--- src/rtl/spec_dirty_pkg.sv ---
package spec_dirty_pkg;
   typedef enum logic [1:0] {
      LS_INV = 2'b00,
      LS_SHR = 2'b01,
      LS_CLE = 2'b10,
      LS_DRX = 2'b11
   } line_state_e;

   typedef enum logic [1:0] {
      PRV_KERN = 2'b00,
      PRV_SUPV = 2'b01,
      PRV_USER = 2'b10,
      PRV_USR2 = 2'b11
   } priv_e;

   typedef enum logic [1:0] {
      DT_IDLE  = 2'b00,
      DT_WAIT  = 2'b01,
      DT_COUNT = 2'b10
   } defer_st_e;
endpackage

--- src/rtl/spec_dirty_mode.sv ---
module spec_dirty_mode
   import spec_dirty_pkg::*;
(
   input  logic       clk,
   input  logic       rst_n,
   input  logic       boot_bit,
   input  logic       user_bit,
   input  logic [1:0] priv,
   output logic       active
);
   logic boot_q;

   // captured only while reset is held; frozen afterwards
   always_ff @(posedge clk) begin
      if (!rst_n) boot_q <= boot_bit;
   end

   always_comb begin
      if (priv == PRV_KERN || priv == PRV_SUPV) active = boot_q;
      else                                      active = user_bit;
   end
endmodule

--- src/rtl/spec_dirty_decide.sv ---
module spec_dirty_decide
   import spec_dirty_pkg::*;
(
   input  logic       mode_on,
   input  logic       hit,
   input  logic [1:0] cur_state,
   output logic       need_defer,
   output logic       imm_valid,
   output logic [1:0] imm_state,
   output logic       want_upg
);
   line_state_e eff;

   always_comb begin
      eff        = hit ? line_state_e'(cur_state) : LS_INV;
      need_defer = mode_on && (eff != LS_DRX);
      want_upg   = hit && (line_state_e'(cur_state) == LS_SHR);
      imm_valid  = 1'b0;
      imm_state  = LS_DRX;
      if (eff != LS_DRX) begin
         if (mode_on) begin
            imm_valid = (eff != LS_CLE);
            imm_state = LS_CLE;
         end else begin
            imm_valid = 1'b1;
            imm_state = LS_DRX;
         end
      end
   end
endmodule

--- src/rtl/spec_dirty_timer.sv ---
module spec_dirty_timer
   import spec_dirty_pkg::*;
#(
   parameter int IDX_W     = 8,
   parameter int DIRTY_LAT = 10
) (
   input  logic             clk,
   input  logic             rst_n,
   input  logic             start_now,
   input  logic             start_wait,
   input  logic [IDX_W-1:0] start_idx,
   input  logic             retire,
   input  logic             flush,
   output logic             busy,
   output logic             fire,
   output logic [IDX_W-1:0] fire_idx
);
   localparam int CNT_W = (DIRTY_LAT > 2) ? $clog2(DIRTY_LAT) : 1;
   localparam logic [CNT_W-1:0] CNT_LOAD = CNT_W'(DIRTY_LAT - 1);

   defer_st_e        st_q;
   logic [CNT_W-1:0] cnt_q;
   logic [IDX_W-1:0] idx_q;

   always_ff @(posedge clk or negedge rst_n) begin
      if (!rst_n) begin
         st_q  <= DT_IDLE;
         cnt_q <= '0;
         idx_q <= '0;
      end else begin
         unique case (st_q)
            DT_IDLE: begin
               if (start_now) begin
                  st_q  <= DT_COUNT;
                  cnt_q <= CNT_LOAD;
                  idx_q <= start_idx;
               end else if (start_wait) begin
                  st_q  <= DT_WAIT;
                  idx_q <= start_idx;
               end
            end
            DT_WAIT: begin
               if (flush) begin
                  st_q <= DT_IDLE;
               end else if (retire) begin
                  st_q  <= DT_COUNT;
                  cnt_q <= CNT_LOAD;
               end
            end
            DT_COUNT: begin
               if (cnt_q == '0) st_q <= DT_IDLE;
               else             cnt_q <= cnt_q - 1'b1;
            end
            default: st_q <= DT_IDLE;
         endcase
      end
   end

   assign busy     = (st_q != DT_IDLE);
   assign fire     = (st_q == DT_COUNT) && (cnt_q == '0);
   assign fire_idx = idx_q;
endmodule

--- src/rtl/spec_dirty_ctl.sv ---
module spec_dirty_ctl
   import spec_dirty_pkg::*;
#(
   parameter int IDX_W     = 8,
   parameter int DIRTY_LAT = 10
) (
   input  logic             clk,
   input  logic             rst_n,
   input  logic             cfg_defer_boot,
   input  logic             stat_defer_user,
   input  logic [1:0]       priv_lvl,
   input  logic             st_valid,
   output logic             st_ready,
   input  logic [IDX_W-1:0] st_idx,
   input  logic             st_hit,
   input  logic [1:0]       st_state,
   input  logic             st_oldest,
   input  logic             st_retire,
   input  logic             st_flush,
   output logic             upd_valid,
   output logic [IDX_W-1:0] upd_idx,
   output logic [1:0]       upd_state,
   output logic             upg_req,
   output logic             dirty_busy,
   input  logic             ld_valid,
   input  logic             ld_noncoh,
   input  logic             ld_oldest,
   output logic             ld_go
);
   generate
      if (DIRTY_LAT < 2) begin : g_bad_lat
         $error("spec_dirty_ctl: DIRTY_LAT must be at least 2");
      end
      if (IDX_W < 1) begin : g_bad_idx
         $error("spec_dirty_ctl: IDX_W must be at least 1");
      end
   endgenerate

   logic             mode_act;
   logic             need_defer, imm_valid, want_upg;
   logic [1:0]       imm_state;
   logic             tm_busy, tm_fire;
   logic [IDX_W-1:0] tm_idx;
   logic             accept;

   spec_dirty_mode u_mode (
      .clk      (clk),
      .rst_n    (rst_n),
      .boot_bit (cfg_defer_boot),
      .user_bit (stat_defer_user),
      .priv     (priv_lvl),
      .active   (mode_act)
   );

   spec_dirty_decide u_decide (
      .mode_on    (mode_act),
      .hit        (st_hit),
      .cur_state  (st_state),
      .need_defer (need_defer),
      .imm_valid  (imm_valid),
      .imm_state  (imm_state),
      .want_upg   (want_upg)
   );

   spec_dirty_timer #(
      .IDX_W     (IDX_W),
      .DIRTY_LAT (DIRTY_LAT)
   ) u_timer (
      .clk        (clk),
      .rst_n      (rst_n),
      .start_now  (accept && need_defer && st_oldest),
      .start_wait (accept && need_defer && !st_oldest),
      .start_idx  (st_idx),
      .retire     (st_retire),
      .flush      (st_flush),
      .busy       (tm_busy),
      .fire       (tm_fire),
      .fire_idx   (tm_idx)
   );

   // the single update port belongs to the timer in its firing cycle
   assign st_ready = !tm_fire && !(need_defer && tm_busy);
   assign accept   = st_valid && st_ready;

   always_comb begin
      upd_valid = 1'b0;
      upd_idx   = st_idx;
      upd_state = imm_state;
      if (tm_fire) begin
         upd_valid = 1'b1;
         upd_idx   = tm_idx;
         upd_state = LS_DRX;
      end else if (accept && imm_valid) begin
         upd_valid = 1'b1;
      end
   end

   assign upg_req    = accept && want_upg;
   assign dirty_busy = tm_busy;
   assign ld_go      = ld_valid && (!ld_noncoh || ld_oldest);
endmodule

--- config.mk ---
export PLATFORM = sky130hd
export DESIGN_NAME = spec_dirty_ctl
export DESIGN_NICKNAME = d
export VERILOG_FILES = /design/src/rtl/spec_dirty_pkg.sv /design/src/rtl/spec_dirty_mode.sv /design/src/rtl/spec_dirty_decide.sv /design/src/rtl/spec_dirty_timer.sv /design/src/rtl/spec_dirty_ctl.sv
export SDC_FILE = /design/constraint.sdc
export NUM_CORES = 1
export LEC_CHECK = 0
export ABC_AREA = 1
export CAP_MARGIN = 20
export CELL_PAD_IN_SITES_DETAIL_PLACEMENT = 2
export CELL_PAD_IN_SITES_GLOBAL_PLACEMENT = 2
export CORE_MARGIN = 2
export CORE_UTILIZATION = 23
export CTS_CLUSTER_DIAMETER = 150
export DETAILED_ROUTE_END_ITERATION = 8
export HOLD_SLACK_MARGIN = 0.05
export PLACE_DENSITY = 0.9
export SETUP_SLACK_MARGIN = 0.02
export SLEW_MARGIN = 20
export SYNTH_ARGS = -nofsm -noshare
export SYNTH_HDL_FRONTEND = slang
export SYNTH_SLANG_ARGS = --single-unit
export TNS_END_PERCENT = 1
--- constraint.sdc ---
create_clock -name clk -period 1.48 [get_ports clk]
set_input_delay 0.296 -clock clk [delete_from_list [all_inputs] [get_ports clk]]
set_output_delay 0.296 -clock clk [all_outputs]
set_load 0.02 [all_outputs]
==> results of run 1 <==
worst paths after layout:
check,slack (ns),to
max,-0.38,upg_req
min,0.46,u_timer.cnt_q[1]$_DFFE_PN0P_
max reg2reg,-0.19,u_timer.fire_idx[7]$_DFFE_PN0P_
min reg2reg,0.54,u_timer.fire_idx[6]$_DFFE_PN0P_
max in group asynchronous,0.83,u_timer.st_q[0]$_DFFE_PN0P_
min in group clk,0.54,u_timer.fire_idx[6]$_DFFE_PN0P_
what timing repair did:
item	CTS	global route
pin swaps	7	5
setup endpoints to repair	28	28
cloned	1	0
gates resized for setup	87	18
endpoints found under the hold margin	0	0
setup buffers	4	4
cells in the final DEF, fill, tap and decap left out, types with 2 or more instances in the layout:
cell type        synthesis  routed
buf_4                    2      38
nand2_1                 30      25
clkdlybuf4s50_1          0      20
inv_1                   22      19
dfrtp_1                 14      13
nor2_4                   2       9
o21ai_1                  9       8
buf_6                    2       7
a21oi_2                  0       6
inv_2                    2       4
nor2_2                   1       4
nand3_1                  4       4
nand4_1                  4       4
nand2_2                  1       3
nand2_4                  0       3
clkbuf_8                 0       3
nand3_4                  2       2
a21oi_4                  0       2
a21oi_1                 10       2
or2_2                    2       2
dlygate4sd2_1            0       2
buf_2                    0       2
metal layers:
metal,up-vias,global-route usage [%]
met5,-,0
met4,0,6.13
met3,6,1.62
met2,31,40.9
met1,565,18.0
li1,542,-
state kept, by name, summed over array words and instances, names as in the netlist:
signal and cells:
u_timer.fire_idx 8, u_timer.cnt_q 4, u_timer.st_q 2, u_mode.boot_q 1
worst max-delay path, stage by stage (launching register included):
cell,delay [ns]
dfrtp_1,0.38
inv_2,0.06
ha_4,0.16
nand3_4,0.14
buf_6,0.14
nand2_4,0.05
inv_6,0.06
nand2_4,0.06
nor3_4,0.13
buf_6,0.14
power by group through the flow:
stage	clock (W)	combinational [W]	sequential, W
after floorplan	0	0.00101	0.000706
after global placement	0	0.00162	0.000713
after detailed placement	0	0.00176	0.000742
after CTS	0.000349	0.00185	0.000761
after global routing	0.000367	0.00220	0.000820
final	0.000338	0.00201	0.000801
cells by family after synthesis:
| group | Yosys count |
|---|---|
| flip-flops | 15 |
| buffers and inverters | 28 |
| adder cells (fa/ha/maj) | 2 |
| other | 1 |
| AO/OA/AOI/OAI | 21 |
| AND/OR/NAND/NOR | 60 |
cell type report:
type	instances	area [um^2]	area share, %
repair buffers	72	654	35.0
multi-input cells	84	628	33.6
flip-flops and latches	15	382	20.4
inverters	24	95.1	5.09
well taps	50	62.6	3.35
clock buffers	3	41.3	2.21
clock inverters	1	5.00	0.268
per-stage QoR:
stage                     total power (W)  instances  hold WS (ns)  setup TNS (ns)
after floorplan                   0.00171        127      0.000409          -0.663
after global placement            0.00233        236         0.464          -10.66
after detailed placement          0.00250        236         0.492          -13.90
after CTS                         0.00296        245         0.439           -5.67
after global routing              0.00338        249         0.472           -8.16
final                             0.00314        249         0.464           -5.74
==> metrics.md, run 1 <==
| Metric | Value |
|---|---|
| Outcome | complete, but fails checks |
| Violated checks | setup timing |
| 1st-iter DRT viols | 12 |
| Fin nets | 226 |
| Synthesis warning total | 0 |
| Reg-to-Reg Start | u_timer.st_q[1]$_DFFE_PN0P_ |
| Die ar. | 4740 um^2 |
| Synth Area in Simple Gates | 33.2% |
| Overall Global Routing Usage | 18.9% |
| Synth top area cells | dfrtp_1 (36%), nand2_1 (12%), inv_1 (8.5%), a21oi_1 (5.2%), o21ai_1 (4.7%) |
| Post-DP Area | 1660 um^2 |
| Pin count of the biggest net entering global routing | 17 |
| Post-route setup slack | -0.382 ns |
| FFs w/ async S/R, synth | 93.3% |
| Synth cell count leaders | nand2_1 (30), inv_1 (22), dfrtp_1 (14), nor2_1 (11), a21oi_1 (10) |
| Row cnt | 23 |
| Fin crit period | 1.86 ns |
| Sequential share of power | 25.5% |
| Clock share of power | 10.7% |
| Fillers | 450 |
| Top Layer Used | met4 |
| Clk slew on worst S/H paths | 0.06 ns |
| Critical Path RT | 1.18 ns |
| Overflow after GRT | 0 |
| First-pass GRT wire length | 6410 um |
| Clk_lat worst skew | 0.25 ns |
| Diodes inserted | 0 |
| Comb pwr share | 63.8% |
| Combinational family with the most area after synthesis | simple AND/OR/NAND/NOR gates |
| Met2 routed WL | 2590 um |
| Worst VDD drop | 0.521 mV |
| CTS buffer count | 3 |
| Pint | 0.00173 W |
| Post-synthesis cell count | 127 |
| Count leader, synth | nand2_1 |
| Die height | 68.8 um |
| Crit-path max FO | 4 |
| DRT Pass-1 Iters | 2 |
| CP endpoint kind | output port |
| Xor/xnor cell area share of the yosys netlist | 0% |
| Hold_buf cts | 0 |
| Post-route cell area | 1870 um^2 |
| Routed via count | 1144 |
| Routed vias/inst | 4.59 |
| Worst setup path class | flip-flop to output port |
| Dominant cell type by area after synthesis | dfrtp_1 |
| Mux share of post-synthesis cell area | 0% |
| Clk buf depth | 2 |
| Synth Area per Inst | 7.62 um^2 |
| Sw Share | 45.1% |
| Initial Util | 24.0% |
| Crit. Startpoint | u_timer.cnt_q[0]$_DFFE_PN0P_ |
| Fmax | 0.537 GHz |
| Sequential share of the synthesized area | 39.3% |
| Area grow syn2layout | 93.1% |
| CTS tree | built |
| WL met3 | 142 um |
| IO Pins | 39 |
| Core area | 4030 um^2 |
| Met1 WL | 1580 um |
| Pins Over Slew Limit | 0 |
| Lkg Pwr | 0.907 nW |
| Final Hold Vio Count | 0 |
| Post-Synth Adder-Cell Area | 2.59% |
| Number of global-route vias before repair | 1377 |
| Buffers on Ports | 36 |
| Net Switching | 0.00142 W |
| Final WL | 4410 um |
| DRC | 0 |
| Area share of the largest cell type after synthesis | 36.2% |
| Ys flop type | dfrtp_1 |
| Antenna violations before repair | 0 |
| Die X | 68.8 um |
| CTS Sinks | 15 |
| Post-Route Skew | 0.00190 ns |
| Synthesized area | 967 um^2 |
| Final setup viols | 26 |
| Antenna-violating nets left | 0 |
| Netlist cell types | 24 |
| Crit start category | flip-flop |
| Core Util, Final | 46.4% |
| Post-DP HPWL | 3140 um |
| Synth Area in Compound Gates | 11.3% |
| H-tree depth | 1 |
| WL per Instance | 17.7 um |
| #FFs+latches synth | 15 |
| Final Wtd Congestion | 0.833 |
| Period utilisation layout | 126% |
| HP Class | input port to asynchronous set/reset pin |
| Pwr Density | 1680 nW/um^2 |
| Reg2reg path depth | 9 |
| Layout cell share with drive strength beyond 1 | 48.7% |
| RSZ-0062 raised after global routing | yes |
| DP Worst Slack | -1.05 ns |
| Mapped Nets | 153 |
| Maxcap violations | 0 |
| Post-synth EDFFs | 1 |
| Worst Path Arrival | 1.57 ns |
| Root Driver | clkbuf_8 |
Power figures use the tool's default switching activity.
==> inputs of run 2 (changes only) <==
--- a/config.mk
+++ b/config.mk
@@ -10,14 +10,16 @@
 export CELL_PAD_IN_SITES_DETAIL_PLACEMENT = 2
 export CELL_PAD_IN_SITES_GLOBAL_PLACEMENT = 2
 export CORE_MARGIN = 2
-export CORE_UTILIZATION = 23
-export CTS_CLUSTER_DIAMETER = 150
+export CORE_UTILIZATION = 24
+export CTS_BUF_LIST = sky130_fd_sc_hd__clkbuf_4 sky130_fd_sc_hd__clkbuf_8
+export CTS_CLUSTER_DIAMETER = 30
 export DETAILED_ROUTE_END_ITERATION = 8
 export HOLD_SLACK_MARGIN = 0.05
-export PLACE_DENSITY = 0.9
+export PLACE_DENSITY = 0.93
 export SETUP_SLACK_MARGIN = 0.02
 export SLEW_MARGIN = 20
 export SYNTH_ARGS = -nofsm -noshare
 export SYNTH_HDL_FRONTEND = slang
+export SYNTH_HIERARCHICAL = 1
 export SYNTH_SLANG_ARGS = --single-unit
 export TNS_END_PERCENT = 1
==> run 2 against run 1 <==
Effect of this change:
- largest power group unchanged
- register-to-register slack lost 0.11 ns
- via count grew 6.8%
- sequential share of layout area grew 0.32 points
- non-clock buffer count shrank 9
- the flow still finishes with violations (setup timing)
- global-route usage shrank 1.4 points
- total power grew 1.1%
- synthesized cell count grew 19%
- utilization shrank 3.7 points
- critical endpoint is now u_timer/fire_idx[3]$_DFFE_PN0P_
- hold slack lost 0.0086 ns
- worst setup slack gained 0.078 ns
- combinational power grew 4%
==> metrics.md, run 2 <==
| Metric | Value |
|---|---|
| Final setup viols | 27 |
| Maxcap violations | 0 |
| Routed vias/inst | 4.59 |
| CTS tree | built |
| Sequential share of the synthesized area | 36.2% |
| CP endpoint kind | flip-flop |
| Overflow after GRT | 0 |
| Fillers | 494 |
| Final Hold Vio Count | 0 |
| Post-synthesis cell count | 151 |
| CTS Sinks | 15 |
| Sw Share | 44.4% |
| Row cnt | 24 |
| Pwr Density | 1730 nW/um^2 |
| Comb pwr share | 65.8% |
| Number of global-route vias before repair | 1374 |
| Crit. Startpoint | priv_lvl[1] |
| Post-Route Skew | 0.0144 ns |
| Layout cell share with drive strength beyond 1 | 39.3% |
| Final WL | 4160 um |
| Synth Area per Inst | 6.96 um^2 |
| Synth cell count leaders | nand2_1 (57), inv_1 (24), dfrtp_1 (14), nor2_1 (10), o21ai_2 (9) |
| Most frequent CP cell | nand2_1 |
| Post-route setup slack | -0.304 ns |
| Clock share of power | 11.1% |
| FFs w/ async S/R, synth | 93.3% |
| Period utilisation layout | 121% |
| DRT Pass-1 Iters | 4 |
| Post-DP Area | 1600 um^2 |
| WL per Instance | 15.6 um |
| Pins Over Slew Limit | 0 |
| Worst Path Arrival | 1.94 ns |
| Clk buf depth | 2 |
| Initial Util | 24.5% |
| HP Class | input port to asynchronous set/reset pin |
| IO Pins | 39 |
| Mapped Nets | 177 |
| RSZ-0062 raised after global routing | yes |
| Worst VDD drop | 0.501 mV |
| Diodes inserted | 0 |
| Worst path cell trace | clkdlybuf4s50_1, nand2_1, nand2_1, nand2_2, inv_2, nand4_1, buf_4, nor2_4, o21ai_4, buf_12, nand2_1, o21ai_2 |
| Area share of the largest cell type after synthesis | 33.3% |
| Register area | 380 um^2 |
| CP Buf/Inv Count | 4 |
| Fin nets | 241 |
| Die X | 70.2 um |
| Crit start category | input port |
| Buffers on Ports | 36 |
| Count leader, synth | nand2_1 |
| Fin crit period | 1.78 ns |
| Final Wtd Congestion | 0.790 |
| #FFs+latches synth | 15 |
| Crit-path max FO | 8 |
| Outcome | complete, but fails checks |
| Clk slew on worst S/H paths | 0.08 ns |
| Lkg Pwr | 0.946 nW |
| Routed via count | 1222 |
| Net Switching | 0.00141 W |
| Most frequent cells in the layout | nand2_1 (53), clkdlybuf4s50_1 (22), buf_4 (22), inv_1 (18), buf_6 (15) |
| Post-DP HPWL | 2860 um |
| Area grow syn2layout | 74.4% |
| Fmax | 0.560 GHz |
| Largest register FFs | 8 |
| 1st-iter DRT viols | 31 |
| First-pass GRT wire length | 6620 um |
| Overall Global Routing Usage | 17.5% |
| Clk_lat worst skew | 0.26 ns |
| Crit path max-delay cell type | clkdlybuf4s50_1 |
| CTS buffer count | 3 |
| Antenna violations before repair | 0 |
| CP top delay family | buffers and inverters |
| Critical Path RT | 1.63 ns |
| Total power | 0.00318 W |
| Antenna-violating nets left | 0 |
| Synthesized area | 1050 um^2 |
| Root Driver | clkbuf_8 |
| Post-route cell area | 1830 um^2 |
| H-tree depth | 1 |
| Die height | 70.2 um |
| Dominant cell type by area after synthesis | dfrtp_1 |
| Critical Path Max Stage Delay | 0.48 ns |
| DRC | 0 |
| Netlist cell types | 24 |
| Hold_buf cts | 0 |
| Post-synth EDFFs | 1 |
| Die ar. | 4920 um^2 |
| Reg-to-Reg Start | u_timer/st_q[0]$_DFFE_PN0P_ |
| Area of the multi-input gates | 623 um^2 |
| Sequential share of power | 23.1% |
| Pin count of the biggest net entering global routing | 17 |
| Worst setup path class | input port to flip-flop |
| Ys flop type | dfrtp_1 |
| Synth top area cells | dfrtp_1 (33%), nand2_1 (20%), inv_1 (8.6%), o21ai_2 (7.5%), nor2_1 (3.6%) |
| Pint | 0.00177 W |
| Commonest non-fill, non-tap cell in the layout | nand2_1 |
| Violated checks | setup timing |
| Setup tns final | -6.73 ns |
| Synthesis warning total | 6 |
| Core area | 4290 um^2 |
[run 2: kinds of logic after synthesis]
family | synth area share, %
and+or+nand+nor | 37.0
xor gates and xnor gates | 0.833
other | 0.357
DFF | 36.2
adders and majority gates | 2.38
buffers and inverters | 13.6
AOI/OAI and AO/OA | 9.64
[run 2: area by class of cell]
| cell class | count | share of cell area, % |
|---|---|---|
| Inverter | 27 | 5.94 |
| Multi-Input combinational cell | 105 | 34.0 |
| Clock inverter | 1 | 0.273 |
| Sequential cell | 15 | 20.8 |
| Tap cell | 52 | 3.55 |
| Timing Repair Buffer | 63 | 33.2 |
| Clock buffer | 3 | 2.25 |
[run 2: final timing paths]
kind                                                   end  slack [ns]  depth (start not counted)
max                        u_timer/fire_idx[3]$_DFFE_PN0P_       -0.30                         12
min                        u_timer/fire_idx[2]$_DFFE_PN0P_        0.46                          2
max reg2reg                u_timer/fire_idx[3]$_DFFE_PN0P_       -0.30                         12
max in group asynchronous      u_timer/st_q[0]$_DFFE_PN0P_        0.83                          2
min in group clk           u_timer/fire_idx[0]$_DFFE_PN0P_        0.50                          2
min reg2reg                u_timer/fire_idx[0]$_DFFE_PN0P_        0.50                          2
[run 2: power groups by stage]
stage	clock network, W	registers (W)	logic [W]
2_1_floorplan	0	0.000713	0.000976
3_3_place_gp	0	0.000704	0.00163
3_5_place_dp	0	0.000726	0.00174
4_1_cts	0.000369	0.000732	0.00190
5_1_grt	0.000381	0.000757	0.00229
6_report	0.000354	0.000734	0.00209
[run 2: stage by stage]
stage | hold WS, ns | instances | setup slack (ns) | utilization (%)
2_1_floorplan | 0.000409 | 151 | -0.100 | -
3_3_place_gp | 0.465 | 252 | -0.733 | 37.3
3_5_place_dp | 0.486 | 252 | -0.765 | 37.3
4_1_cts | 0.466 | 260 | -0.290 | 40.4
5_1_grt | 0.482 | 266 | -0.457 | 42.7
6_report | 0.456 | 266 | -0.304 | 42.7
[run 2: layer usage]
layer,wire [um],track usage (%)
met1,1600,18.5
met2,2330,34.9
met3,121,1.59
met4,104,7.26
met5,0,0
[run 2: what timing repair did]
item,4_1_cts,5_1_grt
gates cloned,0,1
endpoints found under the setup margin,28,28
gates resized for setup,91,15
buffers inserted,4,5
pin swaps,14,11
